### config.mk
export PLATFORM = sky130hd
export DESIGN_NAME = i2c_reg_target
export DESIGN_NICKNAME = d
export VERILOG_FILES = /design/src/rtl/i2c_tgt_pkg.sv /design/src/rtl/i2c_tgt_sync.sv /design/src/rtl/i2c_tgt_cond.sv /design/src/rtl/i2c_tgt_regfile.sv /design/src/rtl/i2c_reg_target.sv
export SDC_FILE = /design/constraint.sdc
export NUM_CORES = 1
export LEC_CHECK = 0
export ABC_AREA = 1
export BUFFER_PORTS_ARGS = -buffer_cell sky130_fd_sc_hd__buf_2
export CORE_ASPECT_RATIO = 0.5
export CORE_UTILIZATION = 60
export CTS_CLUSTER_DIAMETER = 150
export DETAILED_ROUTE_END_ITERATION = 6
export GPL_TIMING_DRIVEN = 0
export PLACE_DENSITY = 0.8
export SYNTH_ARGS = -nofsm -noshare
export SYNTH_HDL_FRONTEND = slang
export SYNTH_HIERARCHICAL = 1
export SYNTH_SLANG_ARGS = --single-unit
### constraint.sdc
create_clock -name clk_i -period 2.58 [get_ports clk_i]
set_input_delay 0.129 -clock clk_i [delete_from_list [all_inputs] [get_ports clk_i]]
set_output_delay 0.129 -clock clk_i [all_outputs]
set_load 0.01 [all_outputs]
### src/rtl/i2c_tgt_pkg.sv
package i2c_tgt_pkg;
  typedef enum logic [2:0] {
    ST_IDLE,
    ST_ADDR,
    ST_AACK,
    ST_WR,
    ST_WACK,
    ST_RD,
    ST_RACK,
    ST_WAIT
  } tgt_state_e;
endpackage

### src/rtl/i2c_tgt_sync.sv
module i2c_tgt_sync #(
  parameter int N      = 2,
  parameter int STAGES = 2
) (
  input  logic         clk_i,
  input  logic         rst_ni,
  input  logic [N-1:0] d_i,
  output logic [N-1:0] q_o
);
  for (genvar g = 0; g < N; g++) begin : g_line
    logic [STAGES-1:0] ff_q;
    always_ff @(posedge clk_i or negedge rst_ni) begin
      if (!rst_ni) ff_q <= '1;  // bus idles high
      else         ff_q <= {ff_q[STAGES-2:0], d_i[g]};
    end
    assign q_o[g] = ff_q[STAGES-1];
  end
endmodule

### src/rtl/i2c_tgt_cond.sv
module i2c_tgt_cond (
  input  logic clk_i,
  input  logic rst_ni,
  input  logic scl_s_i,
  input  logic sda_s_i,
  output logic start_o,
  output logic stop_o,
  output logic scl_rise_o,
  output logic scl_fall_o
);
  logic scl_q, sda_q;

  always_ff @(posedge clk_i or negedge rst_ni) begin
    if (!rst_ni) begin
      scl_q <= 1'b1;
      sda_q <= 1'b1;
    end else begin
      scl_q <= scl_s_i;
      sda_q <= sda_s_i;
    end
  end

  assign start_o    = scl_s_i & scl_q & sda_q & ~sda_s_i;
  assign stop_o     = scl_s_i & scl_q & ~sda_q & sda_s_i;
  assign scl_rise_o = scl_s_i & ~scl_q;
  assign scl_fall_o = ~scl_s_i & scl_q;
endmodule

### src/rtl/i2c_tgt_regfile.sv
module i2c_tgt_regfile #(
  parameter int REG_AW = 3,
  localparam int DEPTH = 1 << REG_AW
) (
  input  logic              clk_i,
  input  logic              rst_ni,
  input  logic              bus_we_i,
  input  logic [REG_AW-1:0] bus_addr_i,
  input  logic [7:0]        bus_wdata_i,
  input  logic [REG_AW-1:0] ptr_addr_i,
  output logic [7:0]        ptr_rdata_o,
  input  logic              loc_we_i,
  input  logic [REG_AW-1:0] loc_addr_i,
  input  logic [7:0]        loc_wdata_i,
  output logic [7:0]        loc_rdata_o
);
  logic [7:0] mem_q [DEPTH];

  always_ff @(posedge clk_i or negedge rst_ni) begin
    if (!rst_ni) begin
      for (int i = 0; i < DEPTH; i++) mem_q[i] <= '0;
    end else if (bus_we_i) begin
      mem_q[bus_addr_i] <= bus_wdata_i;
    end else if (loc_we_i) begin
      mem_q[loc_addr_i] <= loc_wdata_i;
    end
  end

  assign ptr_rdata_o = mem_q[ptr_addr_i];
  assign loc_rdata_o = mem_q[loc_addr_i];
endmodule

### src/rtl/i2c_reg_target.sv
module i2c_reg_target
  import i2c_tgt_pkg::*;
#(
  parameter logic [6:0] DEV_ADDR = 7'h3C,
  parameter int         REG_AW   = 3
) (
  input  logic              clk_i,
  input  logic              rst_ni,
  input  logic              scl_i,
  input  logic              sda_i,
  output logic              sda_oe_o,
  input  logic [REG_AW-1:0] loc_addr_i,
  input  logic              loc_we_i,
  input  logic [7:0]        loc_wdata_i,
  output logic [7:0]        loc_rdata_o
);
  localparam logic [REG_AW-1:0] PTR_ONE = 1;

  logic       scl_s, sda_s;
  logic       start, stop, scl_rise, scl_fall;
  logic [7:0] ptr_rdata;

  tgt_state_e        state_q;
  logic [3:0]        cnt_q;
  logic [7:0]        shr_q, tx_q;
  logic [REG_AW-1:0] ptr_q, wa_q;
  logic [7:0]        wd_q;
  logic              we_q, oe_q, rw_q, ptr_pend_q, nak_q;

  i2c_tgt_sync #(.N(2), .STAGES(2)) sync_i (
    .clk_i  (clk_i),
    .rst_ni (rst_ni),
    .d_i    ({scl_i, sda_i}),
    .q_o    ({scl_s, sda_s})
  );

  i2c_tgt_cond cond_i (
    .clk_i      (clk_i),
    .rst_ni     (rst_ni),
    .scl_s_i    (scl_s),
    .sda_s_i    (sda_s),
    .start_o    (start),
    .stop_o     (stop),
    .scl_rise_o (scl_rise),
    .scl_fall_o (scl_fall)
  );

  i2c_tgt_regfile #(.REG_AW(REG_AW)) rf_i (
    .clk_i       (clk_i),
    .rst_ni      (rst_ni),
    .bus_we_i    (we_q),
    .bus_addr_i  (wa_q),
    .bus_wdata_i (wd_q),
    .ptr_addr_i  (ptr_q),
    .ptr_rdata_o (ptr_rdata),
    .loc_we_i    (loc_we_i),
    .loc_addr_i  (loc_addr_i),
    .loc_wdata_i (loc_wdata_i),
    .loc_rdata_o (loc_rdata_o)
  );

  always_ff @(posedge clk_i or negedge rst_ni) begin
    if (!rst_ni) begin
      state_q    <= ST_IDLE;
      cnt_q      <= '0;
      shr_q      <= '0;
      tx_q       <= '0;
      ptr_q      <= '0;
      wa_q       <= '0;
      wd_q       <= '0;
      we_q       <= 1'b0;
      oe_q       <= 1'b0;
      rw_q       <= 1'b0;
      ptr_pend_q <= 1'b0;
      nak_q      <= 1'b0;
    end else begin
      we_q <= 1'b0;
      if (stop) begin
        state_q <= ST_IDLE;
        oe_q    <= 1'b0;
      end else if (start) begin
        state_q    <= ST_ADDR;
        cnt_q      <= '0;
        oe_q       <= 1'b0;
        ptr_pend_q <= 1'b1;
      end else begin
        unique case (state_q)
          ST_ADDR, ST_WR: begin
            if (scl_rise) begin
              shr_q <= {shr_q[6:0], sda_s};
              cnt_q <= cnt_q + 4'd1;
            end else if (scl_fall && cnt_q == 4'd8) begin
              if (state_q == ST_ADDR) begin
                if (shr_q[7:1] == DEV_ADDR) begin
                  oe_q    <= 1'b1;
                  rw_q    <= shr_q[0];
                  state_q <= ST_AACK;
                end else begin
                  state_q <= ST_WAIT;
                end
              end else begin
                oe_q    <= 1'b1;
                state_q <= ST_WACK;
                if (ptr_pend_q) begin
                  ptr_q      <= shr_q[REG_AW-1:0];
                  ptr_pend_q <= 1'b0;
                end else begin
                  we_q  <= 1'b1;
                  wa_q  <= ptr_q;
                  wd_q  <= shr_q;
                  ptr_q <= ptr_q + PTR_ONE;
                end
              end
            end
          end
          ST_AACK: begin
            if (scl_fall) begin
              if (rw_q) begin
                tx_q    <= ptr_rdata;
                oe_q    <= ~ptr_rdata[7];
                cnt_q   <= 4'd1;
                ptr_q   <= ptr_q + PTR_ONE;
                state_q <= ST_RD;
              end else begin
                oe_q    <= 1'b0;
                cnt_q   <= '0;
                state_q <= ST_WR;
              end
            end
          end
          ST_WACK: begin
            if (scl_fall) begin
              oe_q    <= 1'b0;
              cnt_q   <= '0;
              state_q <= ST_WR;
            end
          end
          ST_RD: begin
            if (scl_fall) begin
              if (cnt_q == 4'd8) begin
                oe_q    <= 1'b0;
                state_q <= ST_RACK;
              end else begin
                oe_q  <= ~tx_q[6];
                tx_q  <= {tx_q[6:0], 1'b0};
                cnt_q <= cnt_q + 4'd1;
              end
            end
          end
          ST_RACK: begin
            if (scl_rise) begin
              nak_q <= sda_s;
            end else if (scl_fall) begin
              if (nak_q) begin
                state_q <= ST_WAIT;
              end else begin
                tx_q    <= ptr_rdata;
                oe_q    <= ~ptr_rdata[7];
                cnt_q   <= 4'd1;
                ptr_q   <= ptr_q + PTR_ONE;
                state_q <= ST_RD;
              end
            end
          end
          default: ;
        endcase
      end
    end
  end

  assign sda_oe_o = oe_q;
endmodule

==> qor.txt, run 1 <==
Filler cells = 1149
distinct cell type count after synthesis = 29
Initial DRT Pass Iterations = 6
clock latency on the worst-skew pair = 0.37 ns
Top Metal Used = met4
clk slew on worst S/H paths = 0.09 ns
Die W = 164 microns
num rows = 29
clock tree buffer depth = 2
worst hold stages = 4
startpoint types = flop
critical-path maximum fanout = 10
final setup fails = 0
GP Congestion = 0.997
Final min period = 2.39 ns
Yosys top cell by area = dfrtp_1
Vias/cell = 5.72
vias = 8254
Syn Area/Cell = 6.36 sq um
total track usage = 37.9%
EDFF count, synth = 0
mapped cell area = 7830 sq um
CTS tree = done
# clock sinks = 111
pin count of the biggest net entering global routing = 71
Die ar. = 13500 sq um
initial drt markers = 820
die span in y = 82.8 microns
maximum clock frequency = 418 MHz
Area contributors post-synth = dfrtp_1, nand2_1, nand3_1
Setup crit end kind = flop
CP Buf/Inv Count = 3
sequential area share after synthesis = 35.6%
Num CTS Buffers = 9
met2 routed WL = 10400 microns
placed wire-length estimate = 17600 microns
total length of routed met3 wires = 2780 microns
sum of negative setup slack = 0 ns
Port Buffers = 23
area share of the largest cell type after synthesis = 33.6%
WS Path Type = reg2reg
max-cap violation count = 0
Top FF cell, synth = dfrtp_1
CTS root buf = clkbuf_16
max-slew violation count = 0
Ports = 25
CP cell instances = clkbuf_1 -> inv_1 -> clkbuf_1 -> nand2_1 -> nand3_1 -> nand2_1 -> nand2_1 -> nand2_1 -> nor2_1 -> nand2_1 -> nand3_1 -> nand3_1 -> nand2_1
ys async rst share = 100%
H-tree levels = 3
DRC = 0
area of the core = 12700 sq um
crit path DAT = 2.71 ns
Finished Core Util = 67.1%
R2R depth = 13
worst slew pin tran = 1.02 ns
Synth Warn # = 6
CP delay by family, top = buffers and inverters
Hold Path Class = in2reg
Power Density = 730 nW/um^2
post-route ant nets = 0
leakage power = 4.88 nW
flops & latches, synth = 111
cell repeated most along the worst path = nand2_1
ant diodes = 0
Critical Path RT = 2.89 ns
initial antenna violation count = 0
vias in the first global route = 7516
final hold vios = 0
WP depth = 13
Routed Wire Length = 24200 microns
post-synthesis net count = 1250
RSZ-0062 raised after global routing = false
Worst VDD drop = 0.000540 V
Setup Buffers After CTS = 0
max_slew headroom = 31.8%
Multi-input gate area = 4320 sq um
M1 wire length = 10100 microns
share of cells above drive strength 1 = 11.2%
Tcrit/Tclk final = 92.8%
Initial Util = 61.6%
drt wl/cell = 16.8 microns
total gr overflow = 0
Critical Path Max Stage Delay = 0.46 ns
slowest CP cell = clkbuf_1
Register Area = 2790 sq um
final net count = 1288
first-pass GRT wire length = 38200 microns
Mapped Cells = 1231
Clock Skew = 0.00957 ns
area delta synth->final = 8.91%
status = complete, no violations
[tightest hold or removal path, delay by kind of cell]
kind,cells,cell delay [ns]
simple gates,3,0.32
buf+inv,1,0.15
[synthesized netlist by cell type, types with 7 or more instances]
master    instances
clkbuf_1         20
inv_2             9
nand3_2          11
o21ai_2           7
dfrtp_1         105
nand3_1         209
buf_2            12
buf_4            11
o21ai_0          27
nand2_4          11
nand2_2           9
nor2_1           24
inv_1           112
nor2_4            7
nand2_1         599
nor2_2           12
[cell type report]
class / count / area share, %
Sequential cell: 111 / 32.7
Buffer: 49 / 3.10
Inverter: 121 / 5.33
Timing Repair Buffer: 27 / 2.06
Multi-Input combinational cell: 950 / 50.7
Tap cell: 170 / 2.50
Clock buffer: 9 / 2.64
Clock inverter: 7 / 0.969
[registers in the layout, indices dropped and copies added (netlist names)]
signal / flops
rf_i/mem_q: 64
sda_oe_o: 1
nak_q: 1
shr_q: 8
state_q: 3
sync_i/g_line.ff_q: 4
wd_q: 8
rw_q: 1
we_q: 1
ptr_q: 3
wa_q: 3
cond_i/sda_q: 1
cnt_q: 4
ptr_pend_q: 1
tx_q: 7
cond_i/scl_q: 1
[placed cells by master (no fill, tap or decap), types with 3 or more instances in the layout]
master / n
nand2_1: 599
nand3_1: 209
inv_1: 112
dfrtp_1: 105
buf_2: 34
o21ai_0: 27
nor2_1: 24
clkbuf_1: 19
nor2_2: 12
buf_4: 12
nand2_4: 11
nand3_2: 11
inv_2: 9
nand2_2: 9
clkbuf_16: 9
nor2_4: 7
o21ai_2: 7
nor3_1: 6
mux2i_1: 6
dfstp_2: 6
nand4_1: 5
a21oi_1: 4
inv_8: 4
nand3_4: 3
nand3b_1: 3
buf_6: 3
ha_1: 3
dlygate4sd3_1: 3
buf_1: 3
[power by group]
group          switching (W)  internal [W]
registers           0.000274       0.00201
logic                0.00168      0.000778
clock network       0.000777      0.000705
total                0.00274       0.00349
[repair_timing]
item / CTS / global route
endpoints found under the hold margin: 43 / 0
gates resized for setup: 0 / 2
hold buffers: 3 / 0
setup endpoints to repair: 0 / 1
[path summary, 6_finish.rpt]
path                                       endpoint                     start  slack, ns
max                                        sda_oe_o                  ptr_q[0]       0.19
min                                  rf_i/mem_q[23]             loc_addr_i[0]       0.27
max reg2reg                                sda_oe_o                  ptr_q[0]       0.19
min reg2reg                sync_i/g_line[0].ff_q[1]  sync_i/g_line[0].ff_q[0]       0.36
max in group asynchronous  sync_i/g_line[1].ff_q[1]                    rst_ni       1.50
min in group asynchronous            rf_i/mem_q[61]                    rst_ni       0.30
[per-layer routing]
layer	GRT usage [%]	up-vias
met5	0	-
met4	16.8	0
met3	12.4	89
met2	60.1	448
met1	47.8	3792
li1	-	3925
[per-stage QoR]
stage          hold WS (ns)  total power, W  cell area, sq um  instances  setup slack (ns)
6_report              0.268         0.00622              8520       1444             0.187
5_1_grt               0.278         0.00667              8520       1444           0.00679
4_1_cts               0.260         0.00617              8520       1444             0.300
3_5_place_dp          0.167         0.00468              8180       1425             0.340
3_3_place_gp          0.235         0.00460              8150       1424             0.118
2_1_floorplan        -0.167         0.00397              7830       1231             0.723
[cells by family (layout without fill, tap and decap cells)]
group	Yosys count	count (layout)	synth area share, %
flip-flops	111	111	35.6
multiplexers	6	6	0.768
AO/OA/AOI/OAI	38	38	2.77
buffers and inverters	170	213	9.16
XOR/XNOR	2	2	0.224
adder cells (fa/ha/maj)	3	3	0.480
AND/OR/NAND/NOR	901	901	51.0
Power figures use the tool's default switching activity.
==> inputs of run 2 (changes only) <==
- REMOVE_ABC_BUFFERS: not set -> 1
==> run 2 against run 1 <==
Routed wire length is 7.7% lower. Critical endpoint is now rf_i/mem_q[20]. Cell area is 2.8% lower. First-iteration DRC count is 32% higher. Global-route usage is 3.8 points lower. Worst hold slack better by 0.025 ns. Cell count is 3.3% lower. Critical path depth is 8 lower.
==> qor.txt, run 2 (synthesized netlist as in run 1, its figures left out) <==
CTS tree = done
slowest CP cell = dfrtp_1
Vias/cell = 5.65
max-slew violation count = 0
initial antenna violation count = 0
num rows = 29
initial drt markers = 1082
critical-path maximum fanout = 25
WS Path Type = reg2reg
sum of negative setup slack = 0 ns
area delta synth->final = 5.84%
final instance area = 8280 sq um
GP Congestion = 0.978
crit path DAT = 2.74 ns
FF-to-FF setup slack = 0.09 ns
Initial Util = 61.6%
Most Crowded Layer GR = met2
Hold Path End = rf_i/mem_q[0]
Hold Path Class = in2reg
CP Buf/Inv Count = 0
most frequent cells in the layout = nand2_1, nand3_1, inv_1, dfrtp_1, o21ai_0
cell count after placement = 1377
R2R depth = 5
top flop regs = rf_i/mem_q (64), shr_q (8), wd_q (8)
Power Density = 731 nW/um^2
clock latency on the worst-skew pair = 0.36 ns
Tcrit/Tclk final = 96.5%
total gr overflow = 0
clock tree buffer depth = 2
final net count = 1241
max reg flops = 64
final setup fails = 0
worst flop-to-flop path startpoint = we_q
CP delay by family, top = flip-flops
Finished Core Util = 65.2%
Area after DPL = 7930 sq um
Clock Skew = 0.0112 ns
worst hold stages = 7
max_slew headroom = 4.09%
Die ar. = 13500 sq um
final hold vios = 0
Setup Buffers After CTS = 0
Largest Register = rf_i/mem_q
total track usage = 34.1%
Critical Path Max Stage Delay = 1.32 ns
Routed Wire Length = 22400 microns
# clock sinks = 111
RSZ-0062 raised after global routing = false
pin count of the biggest net entering global routing = 62
share of cells above drive strength 1 = 9.86%
Die W = 164 microns
Ports = 25
startpoint types = flop
ant diodes = 0
Critical Path RT = 2.83 ns
maximum clock frequency = 402 MHz
worst slew pin tran = 1.44 ns
H-tree levels = 3
status = complete, no violations
vias = 7887
leakage power = 4.72 nW
cell repeated most along the worst path = nand2_1
DRC = 0
grt met2 use = 52.5%
post-route ant nets = 0
Final min period = 2.49 ns
drt wl/cell = 16.0 microns
Port Buffers = 24
CTS root buf = clkbuf_16
most common cell after layout, fill and taps aside = nand2_1
Global Route met3 Usage = 8.79%
die span in y = 82.8 microns
area of the core = 12700 sq um
max-cap violation count = 0
Num CTS Buffers = 9
hold_sp = loc_wdata_i[0]
Setup crit end kind = flop
Worst VDD drop = 0.000593 V
placed wire-length estimate = 14800 microns
vias in the first global route = 6859
clk slew on worst S/H paths = 0.08 ns
Initial DRT Pass Iterations = 6
fin cells = 1397
GR Util met1 = 46.7%
worst reg2reg path endpoint = rf_i/mem_q[20]
first-pass GRT wire length = 34900 microns
CP cell instances = nor2_1 -> nand3_1 -> nand2_1 -> nand2_1 -> nand2_1
run 2: changes by cell type in the layout (fill, tap and decap cells not counted), moves of 2 or more:
cell,previous run,this run
buf_1,3,0
buf_2,34,22
buf_4,12,2
buf_6,3,0
clkbuf_1,19,0
clkinvlp_4,0,2
dfrtp_1,105,103
run 2: through the flow:
step	hold WS [ns]	worst slack (ns)	total power (W)
CTS	0.269	-0.00484	0.00601
finish	0.293	0.0894	0.00606
floorplan	-0.167	0.447	0.00388
global route	0.298	0.0160	0.00649
detailed placement	0.226	-0.522	0.00455
global placement	0.235	-0.551	0.00446
run 2: worst reg2reg max path: cells and delay by family, from the launching register on:
family	cells	cell delay (ns)
flip-flops	1	1.32
AND/OR/NAND/NOR	5	1.05
run 2: repair_timing:
| action | in CTS | in global routing |
|---|---|---|
| setup endpoints to repair | 22 | 8 |
| resized for setup | 3 | 3 |
| hold endpoints to repair | 54 | 0 |
| hold buffers | 3 | 0 |
| cloned | 0 | 1 |
| pin swaps | 0 | 0 |
run 2: final cells by class:
cell class,count,area [sq um]
Tap cell,170,213
Fill cell,1161,4420
Inverter,121,458
Timing Repair Buffer,28,183
Multi-Input combinational cell,950,4320
Clock inverter,7,82.6
Clock buffer,9,225
Timing Repair inverter,1,7.51
Sequential cell,111,2790
run 2: how the worst max path moves through the flow:
stage,end,slack (ns),cells after the start,start
after CTS,sda_oe_o,-0.005,11,ptr_q[0]
after global placement,sda_oe_o,-0.55,11,ptr_q[0]
after detailed placement,sda_oe_o,-0.52,11,ptr_q[0]
final,rf_i/mem_q[20],0.09,5,we_q
after floorplan,sda_oe_o,0.45,11,ptr_q[0]
after global routing,rf_i/mem_q[36],0.02,5,we_q
run 2: routing by layer:
layer / up-vias / share of wire (%) / routed length (microns)
met4: 0 / 2.8 / 616
met2: 427 / 43 / 9610
li1: 3831 / - / -
met1: 3568 / 41 / 9280
met3: 61 / 13 / 2880
met5: - / 0 / 0
run 2: power by group:
part,total (W),internal [W],switching (W)
clock network,0.00143,0.000699,0.000734
logic,0.00221,0.000720,0.00149
registers,0.00241,0.00201,0.000400
==> inputs of run 3 (changes only) <==
- ABC_AREA: 1 -> 0
- CELL_PAD_IN_SITES_DETAIL_PLACEMENT: not set -> 1
- CELL_PAD_IN_SITES_GLOBAL_PLACEMENT: not set -> 2
- CORE_UTILIZATION: 60 -> 42
- PLACE_DENSITY: 0.8 -> 0.83
==> run 3 against run 2 <==
Routed wire length is 1.9% lower. Largest cell class unchanged. Setup slack worse by 0.010 ns. Worst hold slack worse by 0.21 ns. Clock power hardly changed. Largest power group unchanged. First-iteration DRC count is 65% lower.
==> qor.txt, run 3 <==
Largest Register = rf_i/mem_q
placed wire-length estimate = 14000 microns
most frequent cells in the layout = dfrtp_1, nand2_1, o22ai_1, a2bb2oi_1, nor2_1
Port Buffers = 24
Synth Warn # = 6
Mapped Cells = 641
max-cap violation count = 0
CP delay by family, top = flip-flops
post-route ant nets = 0
WS Path Type = reg2reg
Register Area = 2790 sq um
# clock sinks = 111
distinct cell type count after synthesis = 73
Clock Skew = 0.0138 ns
CP cell instances = mux4_2 -> mux2_2 -> o21bai_1 -> a21oi_1 -> o2111a_1 -> a22o_1
leakage power = 3.18 nW
Area contributors post-synth = dfrtp_1, mux4_2, a2bb2oi_1
DRC = 0
Worst VDD drop = 0.000362 V
mapped cell area = 6870 sq um
Vias/cell = 6.41
area share of the largest cell type after synthesis = 38.2%
max-slew violation count = 0
Critical Path Max Stage Delay = 1.05 ns
Multi-input gate area = 3630 sq um
final net count = 645
Die W = 183 microns
ant diodes = 0
Initial DRT Pass Iterations = 4
vias in the first global route = 5571
hold slack final = 0.0820 ns
sum of negative setup slack = 0 ns
cell count after placement = 823
EDFF count, synth = 0
Hold Path Class = in2reg
Die ar. = 16900 sq um
initial drt markers = 376
slowest CP cell = dfrtp_1
vias = 5461
pin count of the biggest net entering global routing = 70
CTS tree = done
Top FF cell, synth = dfrtp_1
clock tree buffer depth = 2
Yosys top cell by area = dfrtp_1
Filler cells = 1737
Initial Util = 43.8%
area delta synth->final = 7.28%
RSZ-0062 raised after global routing = false
crit path DAT = 2.81 ns
max_slew headroom = 29.6%
top-count cell post-synth = dfrtp_1
Setup crit end kind = flop
maximum clock frequency = 400 MHz
most common cell after layout, fill and taps aside = dfrtp_1
Num CTS Buffers = 9
top flop regs = rf_i/mem_q (64), shr_q (8), wd_q (8)
H-tree levels = 3
share of cells above drive strength 1 = 24.6%
Tcrit/Tclk final = 96.9%
Routed Wire Length = 22000 microns
Critical Path RT = 2.89 ns
max reg flops = 64
first-pass GRT wire length = 34000 microns
total track usage = 27.2%
initial antenna violation count = 0
GP Congestion = 0.826
die span in y = 92.5 microns
Syn Area/Cell = 10.7 sq um
final hold vios = 0
status = complete, no violations
area of the core = 15700 sq um
flops & latches, synth = 111
clk slew on worst S/H paths = 0.09 ns
CTS root buf = clkbuf_16
total gr overflow = 0
Final min period = 2.50 ns
drt wl/cell = 25.8 microns
worst slew pin tran = 1.06 ns
ys async rst share = 100%
Ports = 25
sequential area share after synthesis = 40.5%
Power Density = 840 nW/um^2
final setup fails = 0
startpoint types = flop
num rows = 32
fin cells = 852
CP Buf/Inv Count = 0
most frequent cells after synthesis = dfrtp_1, nand2_1, o22ai_1, a2bb2oi_1, nor2_1
clock latency on the worst-skew pair = 0.37 ns
critical-path maximum fanout = 19
[run 3: changes by cell type after synthesis, moves of 12 or more]
cell       before  now
mux4_2          0   26
inv_1         112   21
a2bb2oi_1       0   48
nor2_2         12    0
nand2_1       599   81
o21ai_0        27   14
a221oi_1        0   15
nand3_1       209    8
mux2_2          0   26
o22ai_1         0   51
[run 3: worst register-to-register path: stages (launching register included)]
cell,delay [ns]
dfrtp_1,1.05
mux4_2,0.45
mux2_2,0.30
o21bai_1,0.16
a21oi_1,0.18
o2111a_1,0.18
a22o_1,0.13
[run 3: report_power, final]
| group | internal (W) | leakage (nW) | switching (W) | total (W) |
|---|---|---|---|---|
| Combinational | 0.00114 | 1.68 | 0.000924 | 0.00206 |
| Clock | 0.000670 | 0.141 | 0.000733 | 0.00140 |
| Sequential | 0.00211 | 1.35 | 0.000614 | 0.00273 |
[run 3: final timing paths]
check                                          from                  endpoint  slack, ns  cells after the start
hold / removal                       loc_wdata_i[5]            rf_i/mem_q[21]       0.08                      3
max in group asynchronous                    rst_ni             rf_i/mem_q[8]       1.62                      3
setup reg to reg                           ptr_q[1]                  sda_oe_o       0.08                      6
hold reg to reg            sync_i/g_line[1].ff_q[0]  sync_i/g_line[1].ff_q[1]       0.36                      0
min in group asynchronous                    rst_ni                  cnt_q[1]       0.25                      2
setup / recovery                           ptr_q[1]                  sda_oe_o       0.08                      6
[run 3: final cells by class]
cell class / instances / share of cell area (%)
clock inverter: 7 / 0.730
clock buffer: 9 / 3.05
multi-input combinational: 443 / 49.3
timing repair buffer: 39 / 4.22
tap: 221 / 3.75
inverter: 22 / 1.12
sequential: 111 / 37.8
[run 3: routing by layer]
layer	track usage (%)	share of wire, %	up-vias
met1	37.2	45	2862
met2	42.9	46	173
met4	8.26	2.2	0
met3	6.37	6.8	42
li1	-	-	2384
met5	0	0	-
[run 3: through the flow]
stage	utilization, %	worst slack [ns]	cell area (sq um)	total power [W]
after CTS	46.5	0.0391	7290	0.00614
after global placement	43.8	-0.696	6870	0.00463
after detailed placement	44.3	-0.708	6950	0.00472
after floorplan	-	0.0832	6480	0.00398
after global routing	47.0	0.0124	7370	0.00649
final	47.0	0.0789	7370	0.00619
[run 3: cells by family (layout without fill, tap and decap cells)]
logic type	after synthesis	after routing	share of synthesized area (%)
flip-flops	111	111	40.5
adder cells (fa/ha/maj)	3	3	0.546
AND/OR/NAND/NOR	188	189	15.8
buffers and inverters	88	77	6.99
multiplexers	76	76	16.9
AO/OA/AOI/OAI	175	175	19.2
[run 3: timing repair]
item / CTS / global route
pin swaps: 1 / 2
setup endpoints to repair: 50 / 26
buffers inserted: 1 / 8
hold buffers: 3 / 0
gates resized for setup: 3 / 4
endpoints found under the hold margin: 38 / 0
gates cloned: 1 / 0
